<file path="src/rtl/csg_pkg.sv">
package csg_pkg;

    typedef enum logic [1:0] {
        CSM_ADDR  = 2'b00,
        CSM_READ  = 2'b01,
        CSM_WRITE = 2'b10,
        CSM_RDWR  = 2'b11
    } cs_mode_e;

    typedef enum logic [1:0] {
        PH_IDLE = 2'd0,
        PH_ADDR = 2'd1,
        PH_DATA = 2'd2
    } bus_phase_e;

endpackage

</file>
<file path="src/rtl/csg_phase_fsm.sv">
module csg_phase_fsm
    import csg_pkg::*;
(
    input  logic clk,
    input  logic rst_n,
    input  logic ale,
    output logic addr_fall
);

    bus_phase_e state_q;
    bus_phase_e state_d;

    always_comb begin
        state_d = state_q;
        unique case (state_q)
            PH_IDLE: if (ale)  state_d = PH_ADDR;
            PH_ADDR: if (!ale) state_d = PH_DATA;
            PH_DATA: if (ale)  state_d = PH_ADDR;
            default:           state_d = PH_IDLE;
        endcase
    end

    always_ff @(posedge clk) begin
        if (!rst_n) state_q <= PH_IDLE;
        else        state_q <= state_d;
    end

    always_comb begin
        addr_fall = (state_q == PH_ADDR) && !ale;
    end

    // the falling-edge event moves the phase into the data phase
    a_r2_fall_to_data: assert property (@(posedge clk) disable iff (!rst_n)
        addr_fall |=> (state_q == PH_DATA));

    a_r2_no_idle_return: assert property (@(posedge clk) disable iff (!rst_n)
        (state_q != PH_IDLE) |=> (state_q != PH_IDLE));

endmodule

</file>
<file path="src/rtl/csg_window_track.sv">
module csg_window_track #(
    parameter int N_LINES = 4
) (
    input  logic               clk,
    input  logic               rst_n,
    input  logic               addr_fall,
    input  logic [N_LINES-1:0] win_hit,
    input  logic [N_LINES-1:0] addr_mode,
    output logic [N_LINES-1:0] held_d,
    output logic [N_LINES-1:0] cur_d
);

    localparam logic [N_LINES-1:0] RST_VEC = {{(N_LINES-1){1'b0}}, 1'b1};

    logic [N_LINES-1:0] held_q;
    logic [N_LINES-1:0] cur_q;
    logic [N_LINES-1:0] winner;

    always_comb begin
        winner = '0;
        for (int i = N_LINES - 1; i >= 0; i--) begin
            if (win_hit[i]) winner = N_LINES'(1) << i;
        end
    end

    always_comb begin
        held_d = held_q;
        cur_d  = cur_q;
        if (addr_fall) begin
            cur_d  = winner;
            held_d = winner & addr_mode;
        end
    end

    always_ff @(posedge clk) begin
        if (!rst_n) begin
            held_q <= RST_VEC;
            cur_q  <= RST_VEC;
        end else begin
            held_q <= held_d;
            cur_q  <= cur_d;
        end
    end

    // held lines change only on a falling-edge event
    a_r3_hold_stable: assert property (@(posedge clk) disable iff (!rst_n)
        !addr_fall |=> $stable(held_q));

    // empty hit vector releases every held line
    a_r7_empty_release: assert property (@(posedge clk) disable iff (!rst_n)
        (addr_fall && (win_hit == '0)) |=> (held_q == '0));

    // single winner
    a_r9_one_winner: assert property (@(posedge clk) disable iff (!rst_n)
        $onehot0(cur_q) && $onehot0(held_q));

endmodule

</file>
<file path="src/rtl/csg_line.sv">
module csg_line
    import csg_pkg::*;
#(
    parameter bit RST_LOW = 1'b0
) (
    input  logic       clk,
    input  logic       rst_n,
    input  logic [1:0] mode_bits,
    input  logic       held,
    input  logic       cur,
    input  logic       rd_act,
    input  logic       wr_act,
    output logic       cs_n
);

    cs_mode_e mode;
    logic     gate;

    always_comb begin
        mode = cs_mode_e'(mode_bits);
        gate = 1'b0;
        unique case (mode)
            CSM_ADDR:  gate = 1'b0;
            CSM_READ:  gate = rd_act;
            CSM_WRITE: gate = wr_act;
            CSM_RDWR:  gate = rd_act | wr_act;
            default:   gate = 1'b0;
        endcase
    end

    always_ff @(posedge clk) begin
        if (!rst_n) cs_n <= !RST_LOW;
        else        cs_n <= !(held | (cur & gate));
    end

    // read-mode line ignores the write strobes
    a_r4_read_only: assert property (@(posedge clk) disable iff (!rst_n)
        (mode == CSM_READ && !rd_act && !held) |=> cs_n);

    // write-mode line ignores the read strobe
    a_r5_write_only: assert property (@(posedge clk) disable iff (!rst_n)
        (mode == CSM_WRITE && !wr_act && !held) |=> cs_n);

    // a line that is neither held nor current stays inactive
    a_r11_idle_line: assert property (@(posedge clk) disable iff (!rst_n)
        (!held && !cur) |=> cs_n);

endmodule

</file>
<file path="src/rtl/multimode_cs_gen.sv">
module multimode_cs_gen #(
    parameter int N_LINES = 4
) (
    input  logic                 clk,
    input  logic                 rst_n,
    input  logic                 ale,
    input  logic [N_LINES-1:0]   win_hit,
    input  logic [2*N_LINES-1:0] cs_cfg,
    input  logic                 rd_n,
    input  logic                 wrh_n,
    input  logic                 wrl_n,
    output logic [N_LINES-1:0]   cs_n
);

    localparam int CFG_W = 2;

    logic               addr_fall;
    logic [N_LINES-1:0] addr_mode;
    logic [N_LINES-1:0] held_d;
    logic [N_LINES-1:0] cur_d;
    logic               rd_act;
    logic               wr_act;

    always_comb begin
        rd_act = !rd_n;
        wr_act = !wrh_n || !wrl_n;
    end

    csg_phase_fsm u_phase (
        .clk       (clk),
        .rst_n     (rst_n),
        .ale       (ale),
        .addr_fall (addr_fall)
    );

    csg_window_track #(.N_LINES(N_LINES)) u_track (
        .clk       (clk),
        .rst_n     (rst_n),
        .addr_fall (addr_fall),
        .win_hit   (win_hit),
        .addr_mode (addr_mode),
        .held_d    (held_d),
        .cur_d     (cur_d)
    );

    for (genvar i = 0; i < N_LINES; i++) begin : g_line
        assign addr_mode[i] = (cs_cfg[CFG_W*i +: CFG_W] == 2'b00);

        csg_line #(.RST_LOW(i == 0)) u_line (
            .clk       (clk),
            .rst_n     (rst_n),
            .mode_bits (cs_cfg[CFG_W*i +: CFG_W]),
            .held      (held_d[i]),
            .cur       (cur_d[i]),
            .rd_act    (rd_act),
            .wr_act    (wr_act),
            .cs_n      (cs_n[i])
        );
    end

    // never two selects low together
    a_r10_exclusive: assert property (@(posedge clk) disable iff (!rst_n)
        $onehot0(~cs_n));

    // after reset line 0 is the only active line
    a_r8_reset_state: assert property (@(posedge clk)
        !rst_n |=> (cs_n == ~{{(N_LINES-1){1'b0}}, 1'b1}));

endmodule

</file>
<file path="config.mk">
export PLATFORM = sky130hd
export DESIGN_NAME = multimode_cs_gen
export DESIGN_NICKNAME = d
export VERILOG_FILES = /design/src/rtl/csg_pkg.sv /design/src/rtl/csg_phase_fsm.sv /design/src/rtl/csg_window_track.sv /design/src/rtl/csg_line.sv /design/src/rtl/multimode_cs_gen.sv
export SDC_FILE = /design/constraint.sdc
export NUM_CORES = 1
export LEC_CHECK = 0
export ABC_AREA = 0
export BUFFER_PORTS_ARGS = -buffer_cell sky130_fd_sc_hd__buf_4
export CELL_PAD_IN_SITES_DETAIL_PLACEMENT = 0
export CELL_PAD_IN_SITES_GLOBAL_PLACEMENT = 1
export CORE_UTILIZATION = 36
export CTS_BUF_LIST = sky130_fd_sc_hd__clkbuf_2 sky130_fd_sc_hd__clkbuf_4 sky130_fd_sc_hd__clkbuf_8
export CTS_CLUSTER_DIAMETER = 40
export DETAILED_ROUTE_END_ITERATION = 10
export HOLD_SLACK_MARGIN = 0.15
export PLACE_DENSITY_LB_ADDON = 0.15
export SLEW_MARGIN = 20
export SYNTH_ARGS = -nofsm -noshare
export SYNTH_HDL_FRONTEND = slang
export SYNTH_HIERARCHICAL = 1
export SYNTH_SLANG_ARGS = --single-unit
</file>
<file path="constraint.sdc">
create_clock -name clk -period 2.2 [get_ports clk]
set_input_delay 0.22 -clock clk [delete_from_list [all_inputs] [get_ports clk]]
set_output_delay 0.22 -clock clk [all_outputs]
set_load 0.02 [all_outputs]
</file>
Yosys cells after proc, flatten, opt, wreduce, memory -nomap -nowiden:

Cells that the tools add are included.

* bitwise logic cells: 10
* reduce and logical (&&, ||, !) cells: 17
* equal/unequal tests: 16
* mux-type cells: 13

Operators with widths (number)
* $mux 4: 6
* $eq 2x2->1 const B: 9
* $pmux 1 s4: 4
* $eq 2x1->1 const B: 5
* $logic_not 2->1: 5
* $logic_not 1->1: 8
* $or 1x1->1: 5
* $and 1x1->1: 4
* $and 4x4->4: 1
* $mux 2: 2
* $pmux 2 s2: 1
* $ne 2x1->1 const B: 1
* $ne 2x2->1 const B: 1
* $reduce_and 2->1: 1
* $reduce_or 2->1: 1
* $logic_and 1x1->1: 1
* $logic_or 1x1->1: 1

* word-level logic and storage cells: 63
* bits of input ports: 18
* bits in registers: 14
* output and inout port bits: 4

Longest topological paths before layout:

* depth after elaboration: 8
* gate-level depth with buffers: 7

By module:

The synthesis kept the hierarchy.

By module, submodules not included
* csg_window_track: area each 392.9 µm², times used 1, cells each 46, sequential area each 160.2 µm²
* csg_line (g_line[1].u_line ...): area each 40.0 µm², times used 3, cells each 4, sequential area each 20.0 µm²
* csg_phase_fsm: area each 77.6 µm², times used 1, cells each 7, sequential area each 40.0 µm²
* csg_line (g_line[0].u_line): area each 43.8 µm², times used 1, cells each 4, sequential area each 20.0 µm²
* multimode_cs_gen: area each 22.5 µm², times used 1, cells each 6, sequential area each 0.0 µm²

Least setup slack after synthesis:

No wires, ideal clock.

* path type: register to register
* from: reg u_phase.state_q[0]
* to: reg g_line[3].u_line.cs_n
* buffers on the path: 2
* cell stages (with the launch flop): 7
* slack: 0.696 ns
* data required time: 2.081 ns
* setup time: 0.119 ns
* arrival: 1.384 ns
* path through: dfxtp_1 -> nor3b_1 -> buf_2 -> buf_2 -> mux2i_1 -> nand2_1 -> a2bb2oi_1

* cells in the longest elaborated chain, start to end: 6
* elaborated cells on any way between the ends: 7
* those cells by class: eq/ne: 1; mux: 2; bitwise: 2; reduce/logical: 2

Ends and longest elaborated chain
* start: declaration: line csg_phase_fsm.sv:10 `bus_phase_e state_q;`
* start signal: assignment: line csg_phase_fsm.sv:25 `else state_q <= state_d;`
* $eq 2x1->1: line csg_phase_fsm.sv:29 `addr_fall = (state_q == PH_ADDR) && !ale;`
* $logic_and 1x1->1: line csg_phase_fsm.sv:29
* via addr_fall: line multimode_cs_gen.sv:17 `logic addr_fall;`
* $mux 4: line csg_window_track.sv:29 `if (addr_fall) begin`
* via cur_d[3]: line multimode_cs_gen.sv:20 `logic [N_LINES-1:0] cur_d;`
* $and 1x1->1: line csg_line.sv:33 `else cs_n <= !(held | (cur & gate));`
* $or 1x1->1: line csg_line.sv:33
* $logic_not 1->1: line csg_line.sv:33
* end signal: assignment: line csg_line.sv:32 `if (!rst_n) cs_n <= !RST_LOW;`
* end signal: assignment: line csg_line.sv:33
* end: declaration: line csg_line.sv:13 `output logic cs_n`

The timed path passes the listed nets, and every way through them passes these cells.
A chain may end at the register's enable or synchronous reset.

Worst setup path after layout:

* from: in ale
* to: reg u_track.cur_q[0]

* cells in the longest elaborated chain, start to end: 3

Ends and longest elaborated chain
* start: declaration: line multimode_cs_gen.sv:6 `input logic ale,`
* $logic_not 1->1: line csg_phase_fsm.sv:29
* $logic_and 1x1->1: line csg_phase_fsm.sv:29
* via addr_fall: line multimode_cs_gen.sv:17
* $mux 4: line csg_window_track.sv:29
* via cur_d[0]: line multimode_cs_gen.sv:20
* end signal: assignment: line csg_window_track.sv:41 `cur_q <= cur_d;`
* end: declaration: line csg_window_track.sv:16 `logic [N_LINES-1:0] cur_q;`

The timed path passes the listed nets, and every way through them passes these cells.

==> impl_results.md <==
- Outcome: finished clean
- Grt met2 use: about 20%
- Worst Setup End Kind: flip-flop
- Seq/Total Area, Yosys: between 40% and 50%
- Part of the power in registers: ~54%
- Root buf cell: clkbuf_4
- Hold path depth: 2
- H-tree Lvls: 1
- Slowest cell on crit path: dlygate4sd3_1
- Post-route ant nets: 0
- Cells after DPL: 120
- Worst setup SP type: input port
- Hold crit path type: input port to flip-flop
- CP Class: input port to flip-flop
- Via density: about 4.8
- Slew headroom: between 80% and 90%
- Syn_area_per_cell: between 8 and 9 um^2
- I/O pin cnt: 22
- DR pass1 iterations: 4
- Setup skew after layout: between 0.001 and 0.0015 ns
- Total gr overflow: 0
- R2r worst-path depth: 4
- Clk_lat worst skew: between 0.2 and 0.3 ns
- Crit-path cells: dlygate4sd3_1 > buf_4 > nor3b_2 > buf_4 > mux2_2 > or2_1
- Switching pwr: around 120 uW
- Netlist cell types: 28
- Slew Limit Fails: 0
- Number of port buffers: 21
- CTS tree: built
- Pre-CTS setup slack: about 0.74 ns
- Core area: 1730 um^2
- Internal power: 364 uW
- Post-Syn Instances: between 70 and 80
- Clock Tree Buf Depth: 2
- First-pass GRT wire length: 2180 um
- Most common cell after layout, fill and taps aside: buf_4
- Largest net degree at the start of global routing: 22
- Initial antenna violation count: 0
- Worst Path Required: about 2.4 ns
- Post-Syn Nets: between 90 and 100
- Fin crit period: around 1.7 ns
- Vias in the first global route: between 400 and 500
- Unrepaired setup endpoints after global routing: no
- Final setup vio count: 0
- Rows: 15
- Die ar.: 2000 um^2
- Combinational power share: 15.6%
- Worst IR Drop VDD: ~0.00023 V
- Via count: about 600
- Critical R2R Capture: u_track/cur_q[0]$_SDFF_PN1_
- Peak fanout along the critical path: 21
- Dpl hpwl: roughly 1000 um
- Max_cap viols: 0
- Flop2flop setup slack: 0.72 ns
- Share of cells above drive strength 1: around 30%
- Routed wire length per instance: roughly 11 um
- Clock Sinks: 14
- Slew @ Worst Pin: ~0.21 ns
- Worst setup margin: approximately 0.48 ns
- Yosys reg bits: 14
- Clock Power Share: a little under a third
- Cell Area, Synth: around 660 um^2
- Initial DRC count: 6
- WHS Endpoint: g_line[1].u_line/cs_n$_SDFF_PN1_
- Antenna diodes: 0
- R2r startpoint: u_phase/state_q[0]$_SDFFE_PN0P_
- Met3 GRT Util: 4.80%
- Post-CTS resize count: 0
- Final non-filler cell total: ~120
- CTS clk-pin slew, worst paths: about 0.080 ns
- GR Util All Layers: 15.6%
- Static leakage: between 0.0003 and 0.0004 uW
- Period utilisation layout: around 78%
- RD Place Congestion: between 0.7 and 0.8
- Die width: about 45 um
- Power per cell area: about 550 nW/um^2
- DRT Wirelength: roughly 1400 um
- Hold_sp: rst_n
- DR DRC count: 0
- Starting Density: a little under two fifths
- Layer with the highest usage: met1
- Switching share of total power: about a quarter
- Met1 Usage GRT: between 20% and 30%
- Critical path's largest stage delay: approximately 0.53 ns
- CP most frequent cell: buf_4
- Sum Neg Setup Slack: 0 ns
- Fmax: roughly 0.6 GHz
- Yosys warns: 6
- Crit path arrival time: roughly 1.9 ns
- Final hold vios: 0
- Final net count: between 100 and 150
- Commonest cells after routing, fill and taps aside: 22 x buf_4, 14 x dfxtp_1, 11 x nand2_1
- P&R area growth vs syn: 34.1%
- Die height: between 40 and 50 um
- Clock buffer count from CTS: 3
-- what timing repair did --
action                                 in CTS  in global routing
hold buffers                                1                  0
endpoints found under the hold margin       1                  0
buffers inserted                            0                  0
-- state kept, by name (all words and copies together), names as in the netlist --
register / flops
u_track/held_q: 4
u_phase/state_q: 2
u_track/cur_q: 4
g_line.u_line/cs_n: 4
-- power groups by stage --
stage	Sequential, uW	Combinational [uW]	Clock [uW]
6_report	262	75.1	145
3_5_place_dp	267	73.6	0
5_1_grt	262	82.1	161
4_1_cts	262	75.2	152
3_3_place_gp	267	73.2	0
2_1_floorplan	269	32.5	0
-- how the worst max path moves through the flow --
stage | start | end | slack (ns) | cells past startpoint
floorplan | u_phase/state_q[0]$_SDFFE_PN0P_ | g_line[3].u_line/cs_n$_SDFF_PN1_ | 0.70 | 6
global placement | u_phase/state_q[0]$_SDFFE_PN0P_ | u_track/cur_q[0]$_SDFF_PN1_ | 0.79 | 4
detailed placement | u_phase/state_q[0]$_SDFFE_PN0P_ | u_track/cur_q[0]$_SDFF_PN1_ | 0.74 | 4
CTS | ale | u_track/cur_q[0]$_SDFF_PN1_ | 0.50 | 6
global route | ale | u_track/cur_q[0]$_SDFF_PN1_ | 0.45 | 6
finish | ale | u_track/cur_q[0]$_SDFF_PN1_ | 0.48 | 6
-- metrics by stage --
| step | total power [uW] | cell area (um^2) | util, % | hold slack (ns) |
|---|---|---|---|---|
| after floorplan | 301 | 657 | - | 0.290 |
| after global placement | 340 | 848 | 49.1 | 0.413 |
| after detailed placement | 341 | 848 | 49.1 | 0.416 |
| after CTS | 489 | 881 | 51.0 | 0.225 |
| after global routing | 506 | 881 | 51.0 | 0.243 |
| final | 482 | 881 | 51.0 | 0.233 |
-- Yosys cell counts, drive strengths merged --
| cell type | instances | area share [%] |
|---|---|---|
| nand4b | 1 | 1.3 |
| o22ai | 2 | 1.9 |
| or4b | 1 | 2.1 |
| o21ai | 2 | 1.5 |
| nand2 | 11 | 6.3 |
| nand2b | 4 | 3.8 |
| mux2 | 1 | 1.7 |
| o211ai | 1 | 1.1 |
| nand4bb | 1 | 1.7 |
| buf | 2 | 1.5 |
| or2 | 1 | 0.95 |
| dfxtp | 14 | 43 |
| xnor2 | 1 | 1.3 |
| nor2 | 4 | 2.3 |
| nand3b | 2 | 2.3 |
| a21oi | 5 | 4.4 |
| a22oi | 3 | 3.4 |
| or3b | 1 | 1.3 |
| inv | 6 | 3.4 |
| nor3b | 2 | 3.0 |
| a22o | 1 | 1.3 |
| nand3 | 3 | 2.3 |
| o32ai | 2 | 2.7 |
| a2bb2oi | 3 | 4.0 |
| mux2i | 1 | 1.5 |
-- per-layer routing --
| metal | vias up | share of wire, % |
|---|---|---|
| li1 | 316 | - |
| met3 | 2 | 3.6 |
| met4 | 0 | 0.87 |
| met1 | 266 | 52 |
| met5 | - | 0 |
| met2 | 13 | 44 |
-- cells by family after synthesis --
kind of cell / count (synthesis) / share of synthesized area (%)
xor gates and xnor gates: 1 / 1.33
buffers and inverters: 8 / 4.95
muxes: 2 / 3.24
and+or+nand+nor: 31 / 27.4
AOI/OAI and AO/OA: 19 / 20.4
DFF: 14 / 42.7
-- critical path, delay by kind of cell --
family / cells / cell delay, ns
buf+inv: 3 / 0.92
simple gates: 2 / 0.36
mux: 1 / 0.38
-- final cells by class --
| class | instances | area [um^2] |
|---|---|---|
| Fill cell | 179 | 846 |
| Multi-Input combinational cell | 53 | 349 |
| Sequential cell | 14 | 280 |
| Timing Repair Buffer | 23 | 175 |
| Tap cell | 25 | 31.3 |
| Clock buffer | 3 | 22.5 |
| Inverter | 6 | 22.5 |
No activity file was read; power rests on OpenSTA's default activity.
